**config.mk**
```make
export PLATFORM = sky130hd
export DESIGN_NAME = bcd_freq_div
export DESIGN_NICKNAME = d
export VERILOG_FILES = /design/src/rtl/bcd_div_pkg.sv /design/src/rtl/bcd_mod_decode.sv /design/src/rtl/bcd_digit_cnt.sv /design/src/rtl/bcd_freq_div.sv
export SDC_FILE = /design/constraint.sdc
export NUM_CORES = 1
export LEC_CHECK = 0
export CELL_PAD_IN_SITES_DETAIL_PLACEMENT = 0
export CELL_PAD_IN_SITES_GLOBAL_PLACEMENT = 2
export CORE_ASPECT_RATIO = 0.7
export CORE_UTILIZATION = 33
export CTS_CLUSTER_SIZE = 25
export DETAILED_ROUTE_END_ITERATION = 7
export PLACE_DENSITY = 0.8
export SLEW_MARGIN = 20
export SYNTH_ARGS = -nofsm -noshare
export SYNTH_HDL_FRONTEND = slang
export SYNTH_SLANG_ARGS = --single-unit
```
**constraint.sdc**
```tcl
create_clock -name clk_i -period 4.65 [get_ports clk_i]
set_input_delay 0.93 -clock clk_i [delete_from_list [all_inputs] [get_ports clk_i]]
set_output_delay 0.93 -clock clk_i [all_outputs]
set_load 0.005 [all_outputs]
```
**src/rtl/bcd_div_pkg.sv**
```systemverilog
package bcd_div_pkg;
  localparam int DIG_W   = 4;
  localparam int DEC_TOP = 9;

  typedef logic [DIG_W-1:0] digit_t;
endpackage

```
**src/rtl/bcd_mod_decode.sv**
```systemverilog
module bcd_mod_decode
  import bcd_div_pkg::*;
#(
  parameter int NDIG  = 3,
  parameter int TOP_W = 2
) (
  input  logic [TOP_W+(NDIG-1)*DIG_W-1:0] mod_i,
  output logic [NDIG*DIG_W-1:0]           ld_o,
  output logic                            bad_o
);
  localparam int MOD_W = TOP_W + (NDIG - 1) * DIG_W;
  localparam int CNT_W = NDIG * DIG_W;

  logic [CNT_W-1:0] raw;
  logic [NDIG-1:0]  over;
  logic             is_zero;

  genvar g;
  generate
    for (g = 0; g < NDIG - 1; g++) begin : g_low
      assign raw[g*DIG_W +: DIG_W] = mod_i[g*DIG_W +: DIG_W];
    end
  endgenerate

  // Leading digit is narrower; widen it to a full digit.
  assign raw[CNT_W-1 -: DIG_W] = digit_t'(mod_i[MOD_W-1 -: TOP_W]);

  generate
    for (g = 0; g < NDIG; g++) begin : g_range
      assign over[g] = raw[g*DIG_W +: DIG_W] > digit_t'(DEC_TOP);
    end
  endgenerate

  assign bad_o   = |over;
  assign is_zero = (raw == '0);

  // Zero and illegal words both fall back to a count of one.
  assign ld_o = (bad_o || is_zero) ? {{(CNT_W-1){1'b0}}, 1'b1} : raw;
endmodule

```
**src/rtl/bcd_digit_cnt.sv**
```systemverilog
module bcd_digit_cnt
  import bcd_div_pkg::*;
(
  input  logic   clk_i,
  input  logic   load_i,
  input  digit_t load_val_i,
  input  logic   dec_i,
  output digit_t q_o,
  output logic   zero_o
);
  always_ff @(posedge clk_i) begin
    if (load_i) begin
      q_o <= load_val_i;
    end else if (dec_i) begin
      q_o <= (q_o == '0) ? digit_t'(DEC_TOP) : q_o - digit_t'(1);
    end
  end

  assign zero_o = (q_o == '0);
endmodule

```
**src/rtl/bcd_freq_div.sv**
```systemverilog
module bcd_freq_div
  import bcd_div_pkg::*;
#(
  parameter int NDIG  = 3,
  parameter int TOP_W = 2
) (
  input  logic                            clk_i,
  input  logic                            rst_i,
  input  logic [TOP_W+(NDIG-1)*DIG_W-1:0] mod_i,
  output logic                            pulse_o,
  output logic                            bad_mod_o
);
  localparam int CNT_W = NDIG * DIG_W;

  logic [CNT_W-1:0] ld_val;
  logic [CNT_W-1:0] cnt_q;
  logic [NDIG-1:0]  dig_zero;
  logic [NDIG-1:0]  dig_dec;
  logic             tc;
  logic             reload;
  logic             pulse_q;

  bcd_mod_decode #(
    .NDIG  (NDIG),
    .TOP_W (TOP_W)
  ) u_decode (
    .mod_i (mod_i),
    .ld_o  (ld_val),
    .bad_o (bad_mod_o)
  );

  assign reload     = rst_i | tc;
  assign dig_dec[0] = 1'b1;

  genvar g;
  generate
    for (g = 0; g < NDIG; g++) begin : g_dig
      if (g > 0) begin : g_borrow
        // A digit steps only when every lower digit wraps this clock.
        assign dig_dec[g] = dig_dec[g-1] & dig_zero[g-1];
      end
      bcd_digit_cnt u_cnt (
        .clk_i      (clk_i),
        .load_i     (reload),
        .load_val_i (ld_val[g*DIG_W +: DIG_W]),
        .dec_i      (dig_dec[g]),
        .q_o        (cnt_q[g*DIG_W +: DIG_W]),
        .zero_o     (dig_zero[g])
      );
    end
  endgenerate

  // Terminal count: value 1, i.e. units one and every upper digit zero.
  assign tc = (cnt_q[DIG_W-1:0] == digit_t'(1)) && (&dig_zero[NDIG-1:1]);

  always_ff @(posedge clk_i) begin
    if (rst_i) pulse_q <= 1'b0;
    else       pulse_q <= tc;
  end

  assign pulse_o = pulse_q;
endmodule

```
==> metrics.cfg, run 1 <==
[floorplanning]
start_util=0.374
die-height_microns=41.5
die-area_sq_mm=0.00243
ioPinCount=14
placeableCoreArea_sq_mm=0.00197
die_w_microns=58.4
row_count=13

[critical_path]
worstSetupEndpointType=output pin
crit_type=primary input to output pin
cp_slowest_stage_delay_ns=0.51
cp.arrival_ns=2.36
crit_fanout=11
worst-r2r-cell-count=4
critical_path.most_common_cell=clkdlybuf4s50_1
cp_slowest_cell=clkdlybuf4s50_1
crit_chain=clkdlybuf4s50_1 -> o21ai_0 -> and2_2 -> inv_1 -> clkdlybuf4s50_1
startpoint_type=primary input
cp.required_ns=3.72

[grt]
overflow=0
grt_max_degree=20
grt_pass1_vias=557
grt_pass1_wl_microns=2660
grt_usage=0.151
antenna_found_initial=0

[synthesis]
syn_inst=76
synth_cell_types=28
ys_seq_area_frac=0.463
syn_area_sq_um=736
yosysWarnings=0
syn_nets=88
ys_seq_elements=13
avgSynthCellArea_sq_um=9.68

[routing]
routedWlPerCell_microns=13.6
firstDrtPassIters=4
vias_per_cell=5.11
dr.first_iter.drc_count=56
drc_errors=0
wl_microns=1640
drtAntennaViolNets=0
vias=613

[clocking]
worstSkewPairLatency_ns=0.28
cts_inserted_buffers=3
cts_tree=built
cts.sinks=13
postCtsSetupBuffers=0
cts_resized=0
holdBufCountCts=0
clk_pin_slew_ns=0.08
cts_root_buf=clkbuf_4
clock_path_buffers=2
ctsHtreeMaxLevel=1

[timing]
timing.final.ws_setup_ns=1.36
rsz0062_at_grt=false
setup_violations=0
tns_ns=0
timing.final.crit_share=0.707
period_minus_slack_ns=3.29
slew_headroom=0.565
slew_viol_final=0
finalHoldViolations=0
hold_ws_ns=0.518
tightestPinTransition_ns=0.652
final.setup_skew_ns=0.00508
timing.fmax_mhz=304

[finish]
drive_gt1_frac=0.0889
mostFrequentLayoutCells=13 x clkdlybuf4s50_1, 9 x o21ai_0, 8 x edfxtp_1
finalNonFillerCells=120
final_util=0.451
diodes=0
layout_commonest_cell=clkdlybuf4s50_1
final_area_sq_um=887
synthToLayoutAreaGrowth_pct=20.6
seq_area_sq_um=340
nFillCells=200
fin_nets=103
multi_input_area_sq_um=345

[place]
globalplace.congestion=0.718
dp_cells=116
pre_cts_ws_ns=1.38
hpwl_microns=1250
dpl-instance-area_sq_um=861
port_buffers=13

[power_and_ir_drop]
leakagePower_nw=0.297
fin_total_pwr_mw=0.290
peakVddDrop_uv=141
power_density_mw_per_mm2=327

[hold_path]
hold_path_class=flop to flop
min_path_cells=1

[outcome]
status=completed

[flow_run]
maxCapViolations=0

final timing paths:
kind                                    from                               to  slack (ns)
max                                 mod_i[6]                        bad_mod_o        1.36
min            g_dig[0].u_cnt.q_o[0]$_DFF_P_    g_dig[0].u_cnt.q_o[0]$_DFF_P_        0.52
max reg2reg  g_dig[1].u_cnt.q_o[0]$_DFFE_PP_  g_dig[2].u_cnt.q_o[1]$_DFFE_PP_        2.13
min reg2reg    g_dig[0].u_cnt.q_o[0]$_DFF_P_    g_dig[0].u_cnt.q_o[0]$_DFF_P_        0.52
flip-flops by register name, indices dropped and copies added (netlist names):
| register | count |
|---|---|
| pulse_o | 1 |
| g_dig.u_cnt.q_o | 12 |
report_power, final:
part	total (mW)	leakage (nW)	internal [mW]	switching [mW]
logic	0.0612	0.160	0.0317	0.0296
registers	0.157	0.121	0.140	0.0168
clock network	0.0721	0.0150	0.0333	0.0388
total	0.290	0.297	0.205	0.0851
worst max-delay path: cells and delay by family:
kind / cells / cell delay [ns]
AOI/OAI and AO/OA: 1 / 0.09
and+or+nand+nor: 1 / 0.27
buffers and inverters: 3 / 1.07
cell families after synthesis:
| group | after synthesis | synth area share |
|---|---|---|
| AO/OA/AOI/OAI | 22 | 0.185 |
| XOR/XNOR | 2 | 0.0238 |
| buffers and inverters | 5 | 0.0680 |
| flip-flops | 13 | 0.463 |
| multiplexers | 2 | 0.0272 |
| AND/OR/NAND/NOR | 32 | 0.233 |
layout make-up:
| class | instances | share of cell area |
|---|---|---|
| multi-input cells | 58 | 0.389 |
| flip-flops and latches | 13 | 0.384 |
| repair buffers | 13 | 0.147 |
| well taps | 30 | 0.0423 |
| clock buffers | 4 | 0.0296 |
| inverters | 2 | 0.00846 |
metal layers:
metal / part of all wire / wire, microns / GRT usage
met1: 0.55 / 902 / 0.219
met2: 0.41 / 675 / 0.207
met3: 0.030 / 49 / 0.0654
met4: 0.0049 / 8 / 0.0286
met5: 0 / 0 / 0
synth_stat cells:
library cell | n | share of area
o21ai_0 | 9 | 0.061
edfxtp_1 | 8 | 0.33
nand2_1 | 6 | 0.031
nor2_1 | 6 | 0.031
a21oi_1 | 5 | 0.034
dfxtp_1 | 5 | 0.14
nand3_1 | 5 | 0.034
nor3_1 | 5 | 0.034
a211oi_1 | 2 | 0.020
a31o_2 | 2 | 0.024
buf_6 | 2 | 0.031
inv_1 | 2 | 0.010
mux2i_1 | 2 | 0.027
nor3b_1 | 2 | 0.020
xnor2_1 | 2 | 0.024
a21o_2 | 1 | 0.012
a22oi_1 | 1 | 0.010
a41o_1 | 1 | 0.014
and2_2 | 1 | 0.010
buf_12 | 1 | 0.027
nand2b_1 | 1 | 0.0085
nor2b_1 | 1 | 0.0085
nor4_1 | 1 | 0.0085
nor4_2 | 1 | 0.017
nor4b_1 | 1 | 0.012
o21a_1 | 1 | 0.010
or3_1 | 1 | 0.0085
or4_1 | 1 | 0.010
No activity file was read; power rests on OpenSTA's default activity.
==> run 2, diff against run 1 <==
--- a/config.mk
+++ b/config.mk
@@ -8,10 +8,10 @@
 export CELL_PAD_IN_SITES_DETAIL_PLACEMENT = 0
 export CELL_PAD_IN_SITES_GLOBAL_PLACEMENT = 2
 export CORE_ASPECT_RATIO = 0.7
-export CORE_UTILIZATION = 33
+export CORE_UTILIZATION = 27
 export CTS_CLUSTER_SIZE = 25
 export DETAILED_ROUTE_END_ITERATION = 7
-export PLACE_DENSITY = 0.8
+export PLACE_DENSITY = 0.7
 export SLEW_MARGIN = 20
 export SYNTH_ARGS = -nofsm -noshare
 export SYNTH_HDL_FRONTEND = slang
==> constraint.sdc (replaced) <==
create_clock -name clk_i -period 3 [get_ports clk_i]
set_input_delay 0.6 -clock clk_i [delete_from_list [all_inputs] [get_ports clk_i]]
set_output_delay 0.6 -clock clk_i [all_outputs]
set_load 0.005 [all_outputs]
==> run 2 against run 1 <==
Total power up 73%. Final cell count up 5.8%. First-iteration DRC count down 73%. Sequential cell count unchanged. Clock-buffer cell count unchanged. Clock power up 120%. Cell area up 5.2%. Clock skew down 0.0026 ns. Combinational power up 61%. Die area up 21%. Critical path type unchanged. Hold slack better by 0.024 ns. Routed wire length up 3.5%.
==> metrics.cfg, run 2 (synthesized netlist as in run 1, its figures left out) <==
[finish]
largest_reg_flops=12  ; unchanged
mostFrequentLayoutCells=13 x clkdlybuf4s50_1, 9 x o21ai_0, 8 x edfxtp_1
final_util=0.371  ; -0.0796
fin_nets=106  ; +2.9%
synthToLayoutAreaGrowth_pct=26.9
drive_gt1_frac=0.118  ; +0.0294
diodes=0  ; unchanged
layout_commonest_cell=clkdlybuf4s50_1
nFillCells=274  ; +37%
largest-register=g_dig.u_cnt.q_o
multi_input_area_sq_um=345  ; unchanged
seq_area_sq_um=340  ; unchanged

[floorplanning]
ioPinCount=14  ; unchanged
die-area_sq_mm=0.00294  ; +21%
placeableCoreArea_sq_mm=0.00251  ; +28%
die_w_microns=64.4  ; +10%
die-height_microns=45.7  ; +10%
row_count=15  ; +2
start_util=0.293  ; -0.0813

[grt]
grt_pass1_vias=593  ; +6.5%
grt_usage=0.136  ; -0.0153
grt_pass1_wl_microns=2860  ; +7.8%
overflow=0  ; unchanged
grt_max_degree=12  ; -40%
antenna_found_initial=0  ; unchanged

[place]
pre_cts_ws_ns=0.383  ; -0.998 ns
globalplace.congestion=0.775  ; +7.9%
port_buffers=13  ; unchanged
hpwl_microns=1340  ; +7.3%

[power_and_ir_drop]
peakVddDrop_uv=237  ; +68%
leakagePower_nw=0.319  ; +7.7%
power_density_mw_per_mm2=537  ; +64%
fin_total_pwr_mw=0.501  ; +73%

[clocking]
cts.sinks=13  ; unchanged
ctsHtreeMaxLevel=1  ; unchanged
clk_pin_slew_ns=0.05  ; -0.03 ns
cts_resized=0  ; unchanged
holdBufCountCts=0  ; unchanged
worstSkewPairLatency_ns=0.24  ; -0.04 ns
cts_inserted_buffers=3  ; unchanged
cts_root_buf=clkbuf_8
cts_tree=built
clock_path_buffers=2  ; unchanged
postCtsSetupBuffers=0  ; unchanged

[timing]
period_minus_slack_ns=2.62
final.setup_skew_ns=0.00244  ; -0.00264 ns
timing.fmax_mhz=382
tightestPinTransition_ns=0.475  ; -0.178 ns
finalHoldViolations=0  ; unchanged
timing.final.crit_share=0.873
timing.final.ws_setup_ns=0.380  ; -0.980 ns
tns_ns=0  ; unchanged
slew_headroom=0.681  ; +0.116
rsz0062_at_grt=false
setup_violations=0  ; unchanged
slew_viol_final=0  ; unchanged

[routing]
wl_microns=1690  ; +3.5%
dr.first_iter.drc_count=15  ; -73%
routedWlPerCell_microns=13.3  ; -2.2%
routed.top_layer=met3
drc_errors=0  ; unchanged
vias=611  ; -0.33%
wl_met2_microns=743  ; +10%
met1_length_microns=875  ; -3.0%
wl_met3_microns=74  ; +51%
firstDrtPassIters=3  ; -1
vias_per_cell=4.81  ; -5.8%
drtAntennaViolNets=0  ; unchanged

[critical_path]
cp.arrival_ns=2.02  ; -0.34 ns
worstSetupEndpointType=output pin
cp.required_ns=2.40  ; -1.32 ns
crit_type=primary input to output pin
crit_fanout=11  ; unchanged
startpoint_type=primary input

[flow_run]
maxCapViolations=0  ; unchanged

[hold_path]
hold_path_class=flop to flop

[outcome]
status=completed

[run 2: changes by cell type in the layout (fill, tap and decap cells not counted)]
cell      delta
buf_4        +3
clkbuf_4     -3
clkbuf_8     +3
[run 2: power by group]
group / internal, mW / switching, mW
Clock: 0.0939 / 0.0645
Combinational: 0.0525 / 0.0458
Sequential: 0.218 / 0.0265
[run 2: final timing paths]
check | start | to | slack [ns] | cells after the start
max | mod_i[6] | bad_mod_o | 0.38 | 5
min | g_dig[0].u_cnt.q_o[0]$_DFF_P_ | g_dig[0].u_cnt.q_o[0]$_DFF_P_ | 0.54 | 1
max reg2reg | g_dig[2].u_cnt.q_o[0]$_DFFE_PP_ | g_dig[2].u_cnt.q_o[2]$_SDFFCE_PN0P_ | 0.90 | 4
min reg2reg | g_dig[0].u_cnt.q_o[0]$_DFF_P_ | g_dig[0].u_cnt.q_o[0]$_DFF_P_ | 0.54 | 1
[run 2: final cells by class]
type,instances,share of cell area
timing repair buffer,16,0.164
sequential,13,0.365
tap,34,0.0456
clock buffer,4,0.0483
inverter,2,0.00804
multi-input combinational,58,0.370
[run 2: critical path, stage by stage]
cell and delay, ns:
clkdlybuf4s50_1 0.50, o21ai_0 0.09, and2_2 0.27, inv_1 0.07
clkdlybuf4s50_1 0.49
[run 2: metrics by stage]
step,hold slack [ns],cells,area [sq um]
2_1_floorplan,0.468,76,736
3_3_place_gp,0.510,123,888
3_5_place_dp,0.533,123,888
4_1_cts,0.546,127,933
5_1_grt,0.586,127,933
6_report,0.541,127,933
[run 2: layer usage]
layer,GRT usage,vias up
met5,0,-
li1,-,321
met1,0.186,282
met3,0.0575,0
met4,0.0267,0
met2,0.200,8
==> run 3, diff against run 2 <==
--- a/config.mk
+++ b/config.mk
@@ -11,8 +11,8 @@
 export CORE_UTILIZATION = 27
 export CTS_CLUSTER_SIZE = 25
 export DETAILED_ROUTE_END_ITERATION = 7
+export MAX_ROUTING_LAYER = met4
 export PLACE_DENSITY = 0.7
-export SLEW_MARGIN = 20
 export SYNTH_ARGS = -nofsm -noshare
 export SYNTH_HDL_FRONTEND = slang
 export SYNTH_SLANG_ARGS = --single-unit
==> run 3 against run 2 <==
Maximum frequency about the same. First-iteration DRC count unchanged. Routed wire length rose by 0.41%. Cell area is the same. Non-clock buffer count unchanged. Register-to-register slack worse by 0.02 ns. Core utilization stayed put.
==> metrics.cfg, run 3 (synthesized netlist as in run 1, its figures left out) <==
[outcome]
status=completed

[critical_path]
cp_slowest_stage_delay_ns=0.50  ; about the same
critPathTopFamily=buffers and inverters
crit_buf_inv=3  ; unchanged
worstSetupEndpointType=output pin
crit_chain=clkdlybuf4s50_1 -> o21ai_0 -> and2_2 -> inv_1 -> clkdlybuf4s50_1
startpoint_type=primary input
cp.arrival_ns=2.02  ; about the same
crit_type=primary input to output pin
cp_slowest_cell=clkdlybuf4s50_1
crit_fanout=11  ; unchanged
critical_path.most_common_cell=clkdlybuf4s50_1
cp.required_ns=2.40  ; about the same

[clocking]
cts_resized=0  ; unchanged
clk_pin_slew_ns=0.06  ; about the same
cts_tree=built
cts_inserted_buffers=3  ; unchanged
postCtsSetupBuffers=0  ; unchanged
cts_root_buf=clkbuf_8
cts.sinks=13  ; unchanged
worstSkewPairLatency_ns=0.24  ; about the same
clock_path_buffers=2  ; unchanged
holdBufCountCts=0  ; unchanged
ctsHtreeMaxLevel=1  ; unchanged

[grt]
grt_usage=0.140  ; +0.00433
grt_pass1_vias=593  ; unchanged
grt_max_degree=12  ; unchanged
overflow=0  ; unchanged
antenna_found_initial=0  ; unchanged
grt_pass1_wl_microns=2860  ; -0.24%

[floorplanning]
start_util=0.293  ; unchanged
die-height_microns=45.7  ; unchanged
row_count=15  ; unchanged
die-area_sq_mm=0.00294  ; unchanged
placeableCoreArea_sq_mm=0.00251  ; unchanged
ioPinCount=14  ; unchanged
die_w_microns=64.4  ; unchanged

[place]
globalplace.congestion=0.785  ; +1.4%
port_buffers=13  ; unchanged
dp_cells=123  ; unchanged
hpwl_microns=1340  ; unchanged
pre_cts_ws_ns=0.383  ; unchanged
dpl-instance-area_sq_um=888  ; unchanged

[finish]
final_area_sq_um=933  ; unchanged
synthToLayoutAreaGrowth_pct=26.9  ; unchanged
largest-register=g_dig.u_cnt.q_o
drive_gt1_frac=0.118  ; unchanged
fin_nets=106  ; unchanged
layout_commonest_cell=clkdlybuf4s50_1
finalNonFillerCells=127  ; unchanged
final_util=0.371  ; unchanged
mostFrequentLayoutCells=13 x clkdlybuf4s50_1, 9 x o21ai_0, 8 x edfxtp_1
diodes=0  ; unchanged
largest_reg_flops=12  ; unchanged

[timing]
timing.final.crit_share=0.873  ; about the same
setup_violations=0  ; unchanged
tightestPinTransition_ns=0.500  ; +0.0251 ns
hold_ws_ns=0.542  ; +0.000149 ns
timing.fmax_mhz=382  ; about the same
slew_headroom=0.664  ; -0.0168
finalHoldViolations=0  ; unchanged
rsz0062_at_grt=false
timing.final.ws_setup_ns=0.380  ; -0.0000570 ns
final.setup_skew_ns=0.00194  ; -0.000503 ns
tns_ns=0  ; unchanged
period_minus_slack_ns=2.62  ; +0.0000570 ns
slew_viol_final=0  ; unchanged

[power_and_ir_drop]
fin_total_pwr_mw=0.502  ; +0.17%
power_density_mw_per_mm2=538  ; +0.17%
leakagePower_nw=0.319  ; unchanged
peakVddDrop_uv=238  ; +0.60%

[routing]
firstDrtPassIters=3  ; unchanged
routedWlPerCell_microns=13.4  ; +0.41%
drtAntennaViolNets=0  ; unchanged
drc_errors=0  ; unchanged
vias_per_cell=4.85  ; +0.82%
wl_microns=1700  ; +0.41%
dr.first_iter.drc_count=15  ; unchanged
vias=616  ; +0.82%

[hold_path]
hold_path_class=flop to flop

[flow_run]
maxCapViolations=0  ; unchanged

## run 3: cell counts in the layout (fill, tap and decap cells not counted)
Identical to the previous run, type by type.
## run 3: worst register-to-register path, stage by stage, from the launching register on
cell and delay [ns]:
edfxtp_1 0.43, nor3_1 0.46, a41o_1 0.45, a21o_2 0.22, o21a_1 0.25
## run 3: final cells by class
class	count	area (sq um)
fillers	274	1580
multi-input cells	58	345
flip-flops and latches	13	340
repair buffers	16	153
clock buffers	4	45.0
well taps	34	42.5
inverters	2	7.51
## run 3: final timing paths
| kind | start | end | slack, ns | cells after the start |
|---|---|---|---|---|
| worst max-delay path | mod_i[6] | bad_mod_o | 0.38 | 5 |
| worst min-delay path | g_dig[0].u_cnt.q_o[0]$_DFF_P_ | g_dig[0].u_cnt.q_o[0]$_DFF_P_ | 0.54 | 1 |
| worst max register to register | g_dig[2].u_cnt.q_o[0]$_DFFE_PP_ | g_dig[2].u_cnt.q_o[2]$_SDFFCE_PN0P_ | 0.88 | 4 |
| worst min register to register | g_dig[0].u_cnt.q_o[0]$_DFF_P_ | g_dig[0].u_cnt.q_o[0]$_DFF_P_ | 0.54 | 1 |
## run 3: report_power, final
part           internal [mW]  leakage (nW)  switching, mW
clock network         0.0939        0.0228         0.0652
logic                 0.0525         0.175         0.0459
registers              0.218         0.121         0.0265
## run 3: layer usage
metal / wire (microns) / track usage / vias up
met5: 0 / - / -
met4: 0 / 0.0267 / 0
met3: 65 / 0.0550 / 0
met2: 745 / 0.200 / 8
met1: 889 / 0.188 / 286
li1: - / - / 322
